**src/rtl/msgq_pkg.sv**
```systemverilog
package msgq_pkg;

    localparam int STAT_W     = 16;
    localparam int STAT_IDX_W = 5;

    localparam int B_ABORT  = 7;
    localparam int B_LARB   = 6;
    localparam int B_BERR   = 5;
    localparam int B_ATIF   = 4;
    localparam int B_OVF    = 3;

    typedef enum logic [1:0] {
        FILL_EMPTY = 2'd0,
        FILL_PART  = 2'd1,
        FILL_FULL  = 2'd2
    } fill_state_e;

    typedef struct packed {
        logic aborted;
        logic lost_arb;
        logic bus_err;
    } tx_outcome_t;

endpackage

```
**src/rtl/msgq_ptrs.sv**
```systemverilog
module msgq_ptrs
    import msgq_pkg::*;
#(
    parameter int IDX_W = 5,
    parameter int CNT_W = IDX_W + 1
) (
    input  logic             clk,
    input  logic             rst_n,
    input  logic             clr,
    input  logic [IDX_W-1:0] cfg_size,
    input  logic             enq_req,
    input  logic             deq_req,
    output logic             enq_drop,
    output logic             deq_ok,
    output logic [IDX_W-1:0] head,
    output logic [IDX_W-1:0] tail,
    output logic [CNT_W-1:0] occ,
    output logic [CNT_W-1:0] depth
);

    fill_state_e      state_q, state_d;
    logic [IDX_W-1:0] head_q, tail_q;
    logic [CNT_W-1:0] occ_q, occ_d;
    logic             enq_ok;
    logic             is_full, is_empty;
    logic             one_left, one_held, depth_one;

    function automatic logic [IDX_W-1:0] step_idx(input logic [IDX_W-1:0] p,
                                                  input logic [IDX_W-1:0] last);
        return (p == last) ? '0 : p + 1'b1;
    endfunction

    assign depth     = {1'b0, cfg_size} + CNT_W'(1);
    assign depth_one = (cfg_size == '0);
    assign one_left  = (occ_q == depth - CNT_W'(1));
    assign one_held  = (occ_q == CNT_W'(1));

    // Output decode of the fill state
    always_comb begin
        is_full  = 1'b0;
        is_empty = 1'b0;
        unique case (state_q)
            FILL_EMPTY: is_empty = 1'b1;
            FILL_PART:  ;
            FILL_FULL:  is_full  = 1'b1;
            default:    is_empty = 1'b1;
        endcase
    end

    assign enq_ok   = enq_req && !is_full;
    assign deq_ok   = deq_req && !is_empty;
    assign enq_drop = enq_req && is_full;

    // Next-state logic
    always_comb begin
        state_d = state_q;
        unique case (state_q)
            FILL_EMPTY: begin
                if (enq_ok)
                    state_d = depth_one ? FILL_FULL : FILL_PART;
            end
            FILL_PART: begin
                if (enq_ok && !deq_ok && one_left)
                    state_d = FILL_FULL;
                else if (deq_ok && !enq_ok && one_held)
                    state_d = FILL_EMPTY;
            end
            FILL_FULL: begin
                if (deq_ok)
                    state_d = depth_one ? FILL_EMPTY : FILL_PART;
            end
            default: state_d = FILL_EMPTY;
        endcase
    end

    always_comb begin
        occ_d = occ_q;
        if (enq_ok && !deq_ok)
            occ_d = occ_q + CNT_W'(1);
        else if (deq_ok && !enq_ok)
            occ_d = occ_q - CNT_W'(1);
    end

    // State register
    always_ff @(posedge clk or negedge rst_n) begin
        if (!rst_n) begin
            state_q <= FILL_EMPTY;
            head_q  <= '0;
            tail_q  <= '0;
            occ_q   <= '0;
        end else if (clr) begin
            state_q <= FILL_EMPTY;
            head_q  <= '0;
            tail_q  <= '0;
            occ_q   <= '0;
        end else begin
            state_q <= state_d;
            occ_q   <= occ_d;
            if (enq_ok)
                tail_q <= step_idx(tail_q, cfg_size);
            if (deq_ok)
                head_q <= step_idx(head_q, cfg_size);
        end
    end

    assign head = head_q;
    assign tail = tail_q;
    assign occ  = occ_q;

endmodule

```
**src/rtl/msgq_flags.sv**
```systemverilog
module msgq_flags
    import msgq_pkg::*;
(
    input  logic        clk,
    input  logic        rst_n,
    input  logic        clr,
    input  logic        tx_mode,
    input  logic        cmpl_ok,
    input  logic        ev_abort,
    input  logic        ev_lost_arb,
    input  logic        ev_bus_err,
    input  logic        ev_attempts_out,
    input  logic        rx_drop,
    input  logic        rd_strobe,
    input  logic        atif_wclr,
    input  logic        ovf_wclr,
    output tx_outcome_t outcome,
    output logic        atif,
    output logic        ovf
);

    tx_outcome_t outcome_q;
    logic        atif_q, ovf_q;
    logic        atif_set, ovf_set;

    assign atif_set = tx_mode && ev_attempts_out;
    assign ovf_set  = !tx_mode && rx_drop;

    always_ff @(posedge clk or negedge rst_n) begin
        if (!rst_n) begin
            outcome_q <= '0;
            atif_q    <= 1'b0;
            ovf_q     <= 1'b0;
        end else if (clr) begin
            outcome_q <= '0;
            atif_q    <= 1'b0;
            ovf_q     <= 1'b0;
        end else begin
            if (cmpl_ok) begin
                outcome_q.aborted  <= ev_abort;
                outcome_q.lost_arb <= ev_lost_arb;
                outcome_q.bus_err  <= ev_bus_err;
            end else if (rd_strobe) begin
                outcome_q.aborted  <= 1'b0;
            end

            if (atif_set)
                atif_q <= 1'b1;
            else if (atif_wclr)
                atif_q <= 1'b0;

            if (ovf_set)
                ovf_q <= 1'b1;
            else if (ovf_wclr)
                ovf_q <= 1'b0;
        end
    end

    assign outcome = outcome_q;
    assign atif    = atif_q;
    assign ovf     = ovf_q;

endmodule

```
**src/rtl/msgq_regif.sv**
```systemverilog
module msgq_regif
    import msgq_pkg::*;
#(
    parameter int IDX_W = 5,
    parameter int CNT_W = IDX_W + 1
) (
    input  logic              clk,
    input  logic              rst_n,
    input  logic              tx_mode,
    input  logic [IDX_W-1:0]  head,
    input  logic [IDX_W-1:0]  tail,
    input  logic [CNT_W-1:0]  occ,
    input  logic [CNT_W-1:0]  depth,
    input  tx_outcome_t       outcome,
    input  logic              atif,
    input  logic              ovf,
    input  logic              rd_strobe,
    output logic [IDX_W-1:0]  cur_idx,
    output logic [STAT_W-1:0] rdata
);

    localparam int CMP_W = CNT_W + 1;

    logic [CMP_W-1:0]  occ2, depth_x;
    logic [2:0]        fill;
    logic [STAT_W-1:0] word;
    logic [STAT_W-1:0] rdata_q;

    assign occ2    = {occ, 1'b0};
    assign depth_x = {1'b0, depth};
    assign cur_idx = tx_mode ? head : tail;

    always_comb begin
        if (tx_mode) begin
            fill[0] = (occ != depth);
            fill[1] = (occ2 <= depth_x);
            fill[2] = (occ == '0);
        end else begin
            fill[0] = (occ != '0);
            fill[1] = (occ2 >= depth_x);
            fill[2] = (occ == depth);
        end
    end

    always_comb begin
        word                 = '0;
        word[12:8]           = STAT_IDX_W'(cur_idx);
        word[B_ABORT]        = outcome.aborted;
        word[B_LARB]         = outcome.lost_arb;
        word[B_BERR]         = outcome.bus_err;
        word[B_ATIF]         = atif && tx_mode;
        word[B_OVF]          = ovf && !tx_mode;
        word[2:0]            = fill;
    end

    always_ff @(posedge clk or negedge rst_n) begin
        if (!rst_n)
            rdata_q <= '0;
        else if (rd_strobe)
            rdata_q <= word;
    end

    assign rdata = rdata_q;

endmodule

```
**src/rtl/msgq_status.sv**
```systemverilog
module msgq_status
    import msgq_pkg::*;
#(
    parameter int IDX_W = 5
) (
    input  logic             clk,
    input  logic             rst_n,
    input  logic             fifo_clr,
    input  logic             tx_mode,
    input  logic [IDX_W-1:0] cfg_size,
    input  logic             push,
    input  logic             pop,
    input  logic             ev_done,
    input  logic             ev_abort,
    input  logic             ev_lost_arb,
    input  logic             ev_bus_err,
    input  logic             ev_attempts_out,
    input  logic             reg_rd,
    input  logic             reg_wr,
    input  logic [15:0]      reg_wdata,
    output logic [15:0]      reg_rdata
);

    localparam int CNT_W = IDX_W + 1;

    logic             deq_req, deq_ok, enq_drop, cmpl_ok;
    logic [IDX_W-1:0] head, tail, cur_idx;
    logic [CNT_W-1:0] occ, depth;
    tx_outcome_t      outcome;
    logic             atif_q, ovf_q, aborted_q;
    logic             atif_wclr, ovf_wclr;

    assign deq_req   = tx_mode ? (ev_done || ev_abort) : pop;
    assign cmpl_ok   = tx_mode && deq_ok;
    assign atif_wclr = reg_wr && !reg_wdata[B_ATIF];
    assign ovf_wclr  = reg_wr && !reg_wdata[B_OVF];
    assign aborted_q = outcome.aborted;

    msgq_ptrs #(.IDX_W(IDX_W), .CNT_W(CNT_W)) u_ptrs (
        .clk      (clk),
        .rst_n    (rst_n),
        .clr      (fifo_clr),
        .cfg_size (cfg_size),
        .enq_req  (push),
        .deq_req  (deq_req),
        .enq_drop (enq_drop),
        .deq_ok   (deq_ok),
        .head     (head),
        .tail     (tail),
        .occ      (occ),
        .depth    (depth)
    );

    msgq_flags u_flags (
        .clk             (clk),
        .rst_n           (rst_n),
        .clr             (fifo_clr),
        .tx_mode         (tx_mode),
        .cmpl_ok         (cmpl_ok),
        .ev_abort        (ev_abort),
        .ev_lost_arb     (ev_lost_arb),
        .ev_bus_err      (ev_bus_err),
        .ev_attempts_out (ev_attempts_out),
        .rx_drop         (enq_drop),
        .rd_strobe       (reg_rd),
        .atif_wclr       (atif_wclr),
        .ovf_wclr        (ovf_wclr),
        .outcome         (outcome),
        .atif            (atif_q),
        .ovf             (ovf_q)
    );

    msgq_regif #(.IDX_W(IDX_W), .CNT_W(CNT_W)) u_regif (
        .clk       (clk),
        .rst_n     (rst_n),
        .tx_mode   (tx_mode),
        .head      (head),
        .tail      (tail),
        .occ       (occ),
        .depth     (depth),
        .outcome   (outcome),
        .atif      (atif_q),
        .ovf       (ovf_q),
        .rd_strobe (reg_rd),
        .cur_idx   (cur_idx),
        .rdata     (reg_rdata)
    );

endmodule

```
**config.mk**
```make
export PLATFORM = sky130hd
export DESIGN_NAME = msgq_status
export DESIGN_NICKNAME = d
export VERILOG_FILES = /design/src/rtl/msgq_pkg.sv /design/src/rtl/msgq_ptrs.sv /design/src/rtl/msgq_flags.sv /design/src/rtl/msgq_regif.sv /design/src/rtl/msgq_status.sv
export SDC_FILE = /design/constraint.sdc
export NUM_CORES = 1
export LEC_CHECK = 0
export BUFFER_PORTS_ARGS = -buffer_cell sky130_fd_sc_hd__buf_2
export CORE_MARGIN = 4
export CORE_UTILIZATION = 55
export DETAILED_ROUTE_END_ITERATION = 6
export GPL_TIMING_DRIVEN = 0
export PLACE_DENSITY = 0.8
export RECOVER_POWER = 50
export SETUP_SLACK_MARGIN = 0.2
export SYNTH_ARGS = -nofsm -noshare
export SYNTH_HDL_FRONTEND = slang
export SYNTH_SLANG_ARGS = --single-unit
```
**constraint.sdc**
```tcl
create_clock -name clk -period 2.38 [get_ports clk]
set_clock_uncertainty 0.1 [all_clocks]
set_input_delay 0.238 -clock clk [delete_from_list [all_inputs] [get_ports clk]]
set_output_delay 0.238 -clock clk [all_outputs]
set_load 0.02 [all_outputs]
```
# Yosys cells after proc, flatten, opt, wreduce, memory -nomap -nowiden
# Index checks and enable logic that the tools add are counted.
# word_totals
register_bits,36
latch_bits,0
ram_bits,0
mem_bits_ro,0
elab_cells,94
mem_count,0
# op_classes
n_addsub,6
multipliers,0
n_div,0
order_cmp,2
eq_ne,11
shifts,0
muxes,31
bitwise,0
reduce_logical,34
# op_table
operator,count
$mux W5,7
$mux W6,3
$logic_and A1 B1 Y1,14
$mux W2,7
$eq A6 B6 Y1,2
$reduce_bool A3 Y1,4
$sub A6 B1 Y6 const B,2
$mux W1,11
$add A5 B1 Y5 const B,2
$eq A5 B5 Y1,2
$ge A7 B6 Y1,1
$le A7 B6 Y1,1
$add A5 B1 Y6 const B,1
$add A6 B1 Y6 const B,1
$eq A6 B1 Y1 const B,1
$logic_not A1 Y1,6
$logic_not A6 Y1,1
$mux W3,2
$ne A6 B6 Y1,1
$pmux W2 S3,1
$reduce_bool A2 Y1,3
$reduce_bool A6 Y1,1
$logic_not A5 Y1,1
$ne A4 B2 Y1 const B,1
other kinds (8),8

# Depth between registers and ports, before layout
# Gate-level depths: netlist of run 1.
# depth
depth_word,11
mapped_depth,11

# Hierarchy
# Synthesis of run 1 repeated with hierarchy kept, for this count alone.
# unflattened
hier_cells,295
hier_area_um2,2745.1
# by_module_without_submodules
module,n_inst,cells_each,area_per_inst_um2,seq_area_each_um2
msgq_ptrs,1,186,1602.8,450.4
msgq_regif,1,85,907.1,325.3
msgq_flags,1,18,202.7,125.1
msgq_status,1,6,32.5,0.0

# Worst setup path before layout of run 1
# No wires, ideal clock.
# synth_timing
kind,input port to flip-flop
from,input port cfg_size[0]
to,register u_regif.rdata_q[1] (netlist: u_regif.rdata[1])
setup_ns,0.141
arrival_ns,2.031
required_ns,2.139
setup_slack_ns,0.108
path_stages,11
path_buffers,1
path_cell_list,buf_2 > inv_1 > ha_1 > inv_1 > ha_1 > a21o_1 > a21oi_1 > nor3_1 > a2111oi_2 > xnor2_1 > a31oi_1
# synth_via
elab_chain_len,3
elab_cells_between_ends,4
classes_between,add/sub (1); order compare (2); mux (1)
# synth_rtl
item,line_no,text
"start, declared",msgq_status.sv:10,"input logic [IDX_W-1:0] cfg_size,"
$add A5 B1 Y6 (*),msgq_ptrs.sv:33,"assign depth = {1'b0, cfg_size} + CNT_W'(1);"
$ge A7 B6 Y1 / $le A7 B6 Y1 (equally long branches),"msgq_regif.sv:40, msgq_regif.sv:36",
$mux W3 (*),msgq_regif.sv:34,if (tx_mode) begin
"end signal, assigned",msgq_regif.sv:60,rdata_q <= word;
"end, declared",msgq_regif.sv:27,logic [STAT_W-1:0] rdata_q;
# Mark *: on every way between the ends. The rest lies on a longest branch, timed or not.
# A chain may end at the register's enable or synchronous reset.

# Worst setup path after layout of run 1
# layout_timing
from,input port cfg_size[1]
to,register u_regif.rdata_q[1] (netlist: u_regif.rdata[1])
# The elaborated chain is that of the path after synthesis.

==> results.json, run 1 <==
{
  "cp_max_fo": 9,
  "num-nets-final": 368,
  "core_um2": 4350,
  "grt_max_degree": 37,
  "ys.flop_type": "dfrtp_1",
  "finalSetupViolCount": 0,
  "wl_per_cell_um": 15.4,
  "h-tree-depth": 2,
  "cts_root_buf": "clkbuf_8",
  "synth_cells": 275,
  "powerDensity_nw_per_um2": 779,
  "crit_type": "in2reg",
  "rows": 24,
  "syn_area_um2": 2470,
  "die_area_um2": 5640,
  "gp_congestion": 0.877,
  "final_antenna_net_count": 0,
  "drv_slew": 0,
  "tightest_slew_ns": 0.897,
  "placed_cell_area_um2": 2700,
  "syn_avg_cell_area_um2": 9.00,
  "status": "complete, no violations",
  "wirelength_um": 5710,
  "min_path_type": "in2reg",
  "diodes": 0,
  "cts_tree": "built",
  "synth_enable_flop_cells": 0,
  "fin_crit_sh_pct": 89.3,
  "final_cell_mix": "dfrtp_1, clkbuf_1, nor2_1",
  "numCtsBuffers": 5,
  "grt-ovfl-total": 0,
  "async_flop_share_pct": 100,
  "crit_path_start_kind": "primary input",
  "ys_seq_area_share_pct": 36.4,
  "die_y_um": 75.1,
  "final_common_cell": "dfrtp_1",
  "ios": 50,
  "multi_input_area_um2": 1540,
  "synth_cell_types": 54,
  "fmax_mhz": 470,
  "clockBufferDepth": 2,
  "drc_errors": 0,
  "critPathCaptureType": "register",
  "drtIter0Drc": 145,
  "power.total_mw": 2.28,
  "crit_arrival_ns": 2.17,
  "vias_per_cell": 5.82,
  "grt_pass1_vias": 2026,
  "antenna_found_initial": 0,
  "fin_cells": 370,
  "cts_sinks": 36,
  "port_buffers": 29,
  "max-cap-violations": 0,
  "gr-usage-all-layers_pct": 21.6,
  "grt_pass1_wl_um": 9380,
  "dr.pass1.iters": 4,
  "cts.reportedPaths.clkPinSlew_ns": 0.06,
  "seqCellArea_um2": 901,
  "clock_latency_ns": 0.28,
  "drive_gt1_share_pct": 18.6,
  "crit_required_ns": 2.42,
  "timing.final.hold_violations": 0,
  "min_period_ns": 2.13,
  "areaGrowthSynthToFinish_pct": 18.5,
  "fin_area_um2": 2930,
  "fill_cells": 378,
  "die_w_um": 75.1,
  "place_inst": 358,
  "setup-tns-final_ns": 0,
  "initial_utilization_pct": 56.8,
  "rsz0062_at_grt": "yes",
  "peakVddDrop_uv": 556,
  "vias": 2154,
  "total_leakage_power_nw": 1.33,
  "slew_headroom_pct": 40.2,
  "detailed_place_hpwl_um": 4140,
  "ys_ff_latch": 36,
  "synth_warnings": 0
}
layout make-up:
class | instances | share of cell area, %
plain buffers | 16 | 3.20
clock buffers | 7 | 3.28
inverters | 17 | 2.18
multi-input cells | 208 | 52.5
flip-flops and latches | 36 | 30.7
well taps | 52 | 2.22
repair buffers | 34 | 5.89
Yosys cell counts, types with 2 or more instances:
cell,instances,area (µm²)
nand4_1,2,12.5
inv_1,17,63.8
clkbuf_1,7,26.3
nor2_1,23,86.3
nor3_1,9,45.0
mux2_2,3,33.8
xor2_1,10,87.6
a22o_1,3,26.3
mux2i_1,9,90.1
nand2_1,18,67.6
nand3b_1,2,15.0
or2_2,3,18.8
buf_4,4,30.0
buf_2,3,15.0
o21ai_0,15,75.1
or3_1,4,25.0
a31oi_1,3,18.8
o21a_1,2,15.0
dfrtp_1,36,901
nor2b_1,2,12.5
a21o_1,4,30.0
o22ai_1,3,18.8
nand3_1,18,90.1
ha_1,16,200
xnor2_1,15,131
a21oi_1,14,70.1
a211oi_1,3,22.5
worst max-delay path, cell delays in order:
cell and delay [ns]:
clkbuf_4 0.19, ha_4 0.18, nand3_1 0.13, xnor2_2 0.25, ha_1 0.29, a31o_1 0.21
a2111oi_4 0.43, xnor2_1 0.16, a31oi_1 0.09
through the flow:
step	setup WS [ns]	hold WS, ns	utilization, %
3_3_place_gp	-0.311	0.266	61.9
2_1_floorplan	0.203	-0.158	-
3_5_place_dp	-0.306	0.274	61.9
5_1_grt	0.159	0.119	67.4
4_1_cts	0.184	0.112	65.4
6_report	0.254	0.116	67.4
per-layer routing:
layer	wire [µm]	part of all wire (%)	GRT usage, %
met5	0	0	0
met4	101	1.8	7.71
met3	296	5.2	3.87
met2	2730	48	33.8
met1	2580	45	30.0
state kept, by name, indices dropped and copies added, names as in the netlist:
| register | flops |
|---|---|
| u_ptrs.state_q | 2 |
| u_regif.rdata | 13 |
| u_flags.ovf | 1 |
| u_flags.atif | 1 |
| u_flags.outcome | 3 |
| u_ptrs.occ | 6 |
| u_ptrs.head | 5 |
| u_ptrs.tail | 5 |
where the power goes:
group	leakage (nW)	switching (mW)	internal, mW
clock	0.0503	0.200	0.258
sequential	0.477	0.108	0.711
combinational	0.804	0.576	0.432
total	1.33	0.884	1.40
path summary, 6_finish.rpt:
kind	startpoint	endpoint	slack, ns	cells after the start
min in group asynchronous	rst_n	u_regif.rdata[5]	0.52	2
max in group asynchronous	rst_n	u_regif.rdata[11]	1.10	2
worst max register to register	u_ptrs.state_q[1]	u_ptrs.state_q[1]	0.26	8
worst min register to register	u_regif.rdata[2]	u_regif.rdata[2]	0.40	1
worst min-delay path	ev_attempts_out	u_flags.atif	0.12	3
worst max-delay path	cfg_size[1]	u_regif.rdata[1]	0.25	9
cell families after synthesis:
logic type	count (synthesis)	share of synthesized area, %
AO/OA/AOI/OAI	61	16.2
XOR/XNOR	26	9.96
adder cells (fa/ha/maj)	16	8.09
buffers and inverters	33	6.17
flip-flops	36	36.4
multiplexers	12	5.01
other	1	0.152
AND/OR/NAND/NOR	90	18.0
repair_timing:
| item | 4_1_cts | 5_1_grt |
|---|---|---|
| hold endpoints to repair | 36 | 0 |
| buffers inserted | 1 | 3 |
| gates resized for setup | 9 | 13 |
| pin swaps | 2 | 3 |
| setup endpoints to repair | 6 | 12 |
| hold buffers | 1 | 0 |
Power figures use the tool's default switching activity.
==> run 2, diff against run 1 <==
--- a/config.mk
+++ b/config.mk
@@ -6,11 +6,10 @@
 export NUM_CORES = 1
 export LEC_CHECK = 0
 export BUFFER_PORTS_ARGS = -buffer_cell sky130_fd_sc_hd__buf_2
-export CORE_MARGIN = 4
-export CORE_UTILIZATION = 55
+export CORE_UTILIZATION = 50
 export DETAILED_ROUTE_END_ITERATION = 6
 export GPL_TIMING_DRIVEN = 0
-export PLACE_DENSITY = 0.8
+export PLACE_DENSITY = 0.77
 export RECOVER_POWER = 50
 export SETUP_SLACK_MARGIN = 0.2
 export SYNTH_ARGS = -nofsm -noshare
==> constraint.sdc (replaced) <==
create_clock -name clk -period 1.8 [get_ports clk]
set_clock_uncertainty 0.1 [all_clocks]
set_input_delay 0.18 -clock clk [delete_from_list [all_inputs] [get_ports clk]]
set_output_delay 0.18 -clock clk [all_outputs]
set_load 0.02 [all_outputs]
==> run 2 against run 1 <==
The run now ends with setup timing left. Hold slack lost 0.083 ns. Die area decreased by 7.1%. Combinational power grew 87%. Total power grew 57%. Critical endpoint is now u_ptrs.occ[4]. Critical path depth down 1.
==> results.json, run 2 (synthesized netlist as in run 1, its figures left out) <==
{
  "status": "complete, but fails checks",
  "failed_checks": "setup timing",
  "clockBufferDepth": 2,
  "grt_pass1_vias": 2254,
  "crit_arrival_ns": 2.17,
  "placed_cell_area_um2": 2860,
  "timing.final.hold_violations": 0,
  "power.total_mw": 3.58,
  "cp_max_fo": 8,
  "gr-usage-all-layers_pct": 26.2,
  "die_y_um": 72.4,
  "core_um2": 4750,
  "crit_path_start_kind": "register",
  "grt_max_degree": 37,
  "r2r_end": "u_ptrs.occ[4]",
  "reg2reg_from": "u_ptrs.state_q[1]",
  "fin_crit_sh_pct": 117,
  "grt_pass1_wl_um": 10600,
  "ff2ff_setup_slack_ns": -0.31,
  "drive_gt1_share_pct": 40.7,
  "peakVddDrop_uv": 545,
  "initial_utilization_pct": 52.1,
  "fin_area_um2": 3470,
  "h-tree-depth": 2,
  "die_area_um2": 5240,
  "crit_required_ns": 1.86,
  "cts.reportedPaths.clkPinSlew_ns": 0.08,
  "post-place-ws_ns": -0.610,
  "final_cell_mix": "buf_4, dfrtp_1, buf_2",
  "total_leakage_power_nw": 1.58,
  "cts_root_buf": "clkbuf_8",
  "final_antenna_net_count": 0,
  "finalSetupViolCount": 16,
  "min_path_type": "in2reg",
  "largest_register_ffs": 13,
  "numCtsBuffers": 5,
  "wl_per_cell_um": 17.8,
  "drc_errors": 0,
  "max-cap-violations": 0,
  "ios": 50,
  "rsz0062_at_grt": "yes",
  "dr.pass1.iters": 5,
  "die_w_um": 72.4,
  "vias": 2441,
  "startpoint": "u_ptrs.state_q[1]",
  "rows": 25,
  "fmax_mhz": 474,
  "whs_ns": 0.0322,
  "powerDensity_nw_per_um2": 1030,
  "grt-ovfl-total": 0,
  "vias_per_cell": 5.87,
  "min_period_ns": 2.11,
  "critPathCaptureType": "register",
  "num-nets-final": 398,
  "cts_tree": "built",
  "tightest_slew_ns": 0.818,
  "crit_end": "u_ptrs.occ[4]",
  "cts_sinks": 36,
  "final_common_cell": "buf_4",
  "port_buffers": 29,
  "timing.final.ws_setup_ns": -0.308,
  "drtIter0Drc": 293,
  "detailed_place_hpwl_um": 4240,
  "reg2regPathDepth": 8,
  "drv_slew": 0,
  "antenna_found_initial": 0,
  "wirelength_um": 7410,
  "gp_congestion": 0.839,
  "slew_headroom_pct": 45.5,
  "clock_latency_ns": 0.29,
  "areaGrowthSynthToFinish_pct": 40.3,
  "crit_type": "reg2reg",
  "diodes": 0
}
[run 2: per-layer routing]
layer	vias to the layer above	track usage (%)	part of all wire, %
met1	1155	34.0	40
li1	1111	-	-
met4	0	8.28	2.8
met2	152	45.2	50
met5	-	0	0
met3	23	3.75	6.8
[run 2: what timing repair did]
item,in CTS,in global routing
gates cloned,0,0
hold buffers,1,0
endpoints found under the hold margin,36,0
resized for setup,33,28
pin swaps,8,18
setup buffers,13,21
endpoints found under the setup margin,22,24
[run 2: worst max-delay path, cell delays in order (launching register included)]
cell and delay [ns]:
dfrtp_1 0.40, inv_2 0.08, ha_4 0.30, o21ai_4 0.09, o21ai_2 0.34, nor2_1 0.09
a32oi_1 0.24, xor2_1 0.25, nor2_1 0.08
[run 2: worst min-delay path by stage]
stage / start / to / cells after the start
3_5_place_dp: rst_n / u_regif.rdata[5] / 1
6_report: ev_attempts_out / u_flags.atif / 3
3_3_place_gp: rst_n / u_regif.rdata[5] / 1
4_1_cts: ev_attempts_out / u_flags.atif / 3
2_1_floorplan: rst_n / u_flags.atif / 0
5_1_grt: ev_lost_arb / u_flags.outcome[1] / 3
[run 2: per-stage QoR]
| step | setup TNS (ns) | instances | util [%] |
|---|---|---|---|
| final | -1.88 | 416 | 73.0 |
| after floorplan | -0.275 | 277 | - |
| after detailed placement | -1.94 | 373 | 60.1 |
| after global placement | -1.67 | 373 | 60.1 |
| after CTS | -0.633 | 395 | 67.2 |
| after global routing | -2.95 | 416 | 73.0 |
[run 2: final cells by class]
type	count	area [µm²]
Buffer	16	134
Clock buffer	5	68.8
Clock inverter	3	18.8
Fill cell	328	1280
Inverter	17	68.8
Multi-Input combinational cell	208	1760
Sequential cell	36	908
Tap cell	67	83.8
Timing Repair Buffer	64	427
[run 2: power by group]
part / switching, mW / internal [mW]
Sequential: 0.149 / 0.945
Combinational: 0.998 / 0.895
Clock: 0.323 / 0.270
Total: 1.47 / 2.11
==> run 3, diff against run 2 <==
--- a/config.mk
+++ b/config.mk
@@ -9,7 +9,7 @@
 export CORE_UTILIZATION = 50
 export DETAILED_ROUTE_END_ITERATION = 6
 export GPL_TIMING_DRIVEN = 0
-export PLACE_DENSITY = 0.77
+export PLACE_DENSITY_LB_ADDON = 0.3
 export RECOVER_POWER = 50
 export SETUP_SLACK_MARGIN = 0.2
 export SYNTH_ARGS = -nofsm -noshare
==> run 3 against run 2 <==
The run still ends with setup timing left. Sequential power is essentially flat. Setup slack gained 0.11 ns. Utilization grew 0.53 points. Clock power grew 22%. Combinational power is essentially flat. Fmax grew 5.6%. Routed wire length shrank 3.7%. First-iteration DRC count shrank 53%.
==> results.json, run 3 (synthesized netlist as in run 1, its figures left out) <==
{
  "diodes": 0,
  "wl_per_cell_um": 17.5,
  "die_y_um": 72.4,
  "crit_path_start_kind": "register",
  "grt_max_degree": 37,
  "fin_area_um2": 3500,
  "largest_register_ffs": 13,
  "failed_checks": "setup timing",
  "tightest_slew_ns": 0.787,
  "grt_pass1_wl_um": 10100,
  "power.total_mw": 3.69,
  "total_leakage_power_nw": 1.56,
  "max-cap-violations": 0,
  "port_buffers": 29,
  "min_period_ns": 2.00,
  "rsz0062_at_grt": "yes",
  "cts_tree": "built",
  "num-nets-final": 389,
  "critPathCaptureType": "register",
  "powerDensity_nw_per_um2": 1060,
  "numCtsBuffers": 5,
  "peakVddDrop_uv": 589,
  "clock_latency_ns": 0.30,
  "setup-tns-final_ns": -1.15,
  "core_um2": 4750,
  "die_area_um2": 5240,
  "fill_cells": 335,
  "ff2ff_setup_slack_ns": -0.20,
  "min_path_type": "in2reg",
  "die_w_um": 72.4,
  "fmax_mhz": 501,
  "grt_pass1_vias": 2118,
  "final_common_cell": "dfrtp_1",
  "cts_root_buf": "clkbuf_8",
  "placed_cell_area_um2": 2860,
  "cp_max_fo": 5,
  "areaGrowthSynthToFinish_pct": 41.3,
  "timing.final.hold_violations": 0,
  "utilization_pct": 73.6,
  "post-place-ws_ns": -0.652,
  "rows": 25,
  "clockBufferDepth": 2,
  "cts.reportedPaths.clkPinSlew_ns": 0.07,
  "detailed_place_hpwl_um": 4190,
  "final_antenna_net_count": 0,
  "drv_slew": 0,
  "cts_sinks": 36,
  "crit_required_ns": 1.88,
  "vias": 2426,
  "h-tree-depth": 2,
  "drive_gt1_share_pct": 40.9,
  "dr.pass1.iters": 5,
  "slew_headroom_pct": 47.6,
  "drc_errors": 0,
  "finalSetupViolCount": 12,
  "wirelength_um": 7130,
  "grt-ovfl-total": 0,
  "status": "complete, but fails checks",
  "crit_type": "reg2reg",
  "gp_congestion": 0.845,
  "antenna_found_initial": 0,
  "crit_arrival_ns": 2.08,
  "vias_per_cell": 5.96,
  "ios": 50,
  "fin_crit_sh_pct": 111,
  "drtIter0Drc": 138,
  "final_cell_mix": "dfrtp_1, buf_2, buf_4",
  "initial_utilization_pct": 52.1,
  "timing.final.ws_setup_ns": -0.195,
  "gr-usage-all-layers_pct": 25.5
}
-- run 3: changes by cell type in the layout (fill, tap and decap cells not counted), sizes merged --
cell      change
buf           -8
clkinv        -2
bufinv        +1
clkbuf        -1
clkinvlp      +1
-- run 3: stage by stage --
stage | hold WS, ns | std cells
floorplan | -0.216 | 277
global placement | 0.205 | 373
detailed placement | 0.208 | 373
CTS | 0.0296 | 395
global route | 0.0411 | 407
finish | 0.0257 | 407
-- run 3: critical path, cell delays in order (launching register included) --
cell,delay [ns]
dfrtp_1,0.37
inv_2,0.08
ha_4,0.29
o21ai_4,0.09
or2_4,0.29
a22oi_2,0.20
o21a_1,0.17
mux2i_1,0.21
mux2i_1,0.09
-- run 3: layout make-up --
class | count | area (µm²) | area share, %
flip-flops and latches | 36 | 908 | 26.0
repair buffers | 55 | 367 | 10.5
inverters | 17 | 68.8 | 1.97
plain buffers | 16 | 129 | 3.69
multi-input cells | 208 | 1830 | 52.3
well taps | 67 | 83.8 | 2.40
clock inverters | 3 | 42.5 | 1.22
clock buffers | 5 | 68.8 | 1.97
-- run 3: path summary, 6_finish.rpt --
check	start	end	cells past startpoint
worst max-delay path	u_ptrs.state_q[0]	u_ptrs.state_q[1]	8
worst min-delay path	ev_attempts_out	u_flags.atif	3
worst max register to register	u_ptrs.state_q[0]	u_ptrs.state_q[1]	8
worst min register to register	u_regif.rdata[2]	u_regif.rdata[2]	1
max in group asynchronous	rst_n	u_ptrs.occ[0]	2
min in group asynchronous	rst_n	u_regif.rdata[6]	2
-- run 3: power by group --
| group | total, mW | leakage, nW | switching [mW] | internal, mW |
|---|---|---|---|---|
| clock network | 0.726 | 0.0541 | 0.316 | 0.410 |
| registers | 1.09 | 0.468 | 0.145 | 0.945 |
| logic | 1.88 | 1.04 | 1.01 | 0.865 |
| total | 3.69 | 1.56 | 1.47 | 2.22 |
-- run 3: metal layers --
layer | vias to the layer above | wire length (µm) | GRT usage, %
met5 | - | 0 | 0
met4 | 0 | 170 | 8.28
met3 | 21 | 385 | 4.31
met2 | 133 | 3550 | 42.7
met1 | 1172 | 3020 | 33.4
li1 | 1100 | - | -
-- run 3: timing repair --
item,4_1_cts,5_1_grt
gates resized for setup,39,35
pin swaps,13,22
endpoints found under the setup margin,24,24
endpoints found under the hold margin,36,0
setup buffers,13,12
hold buffers,1,0
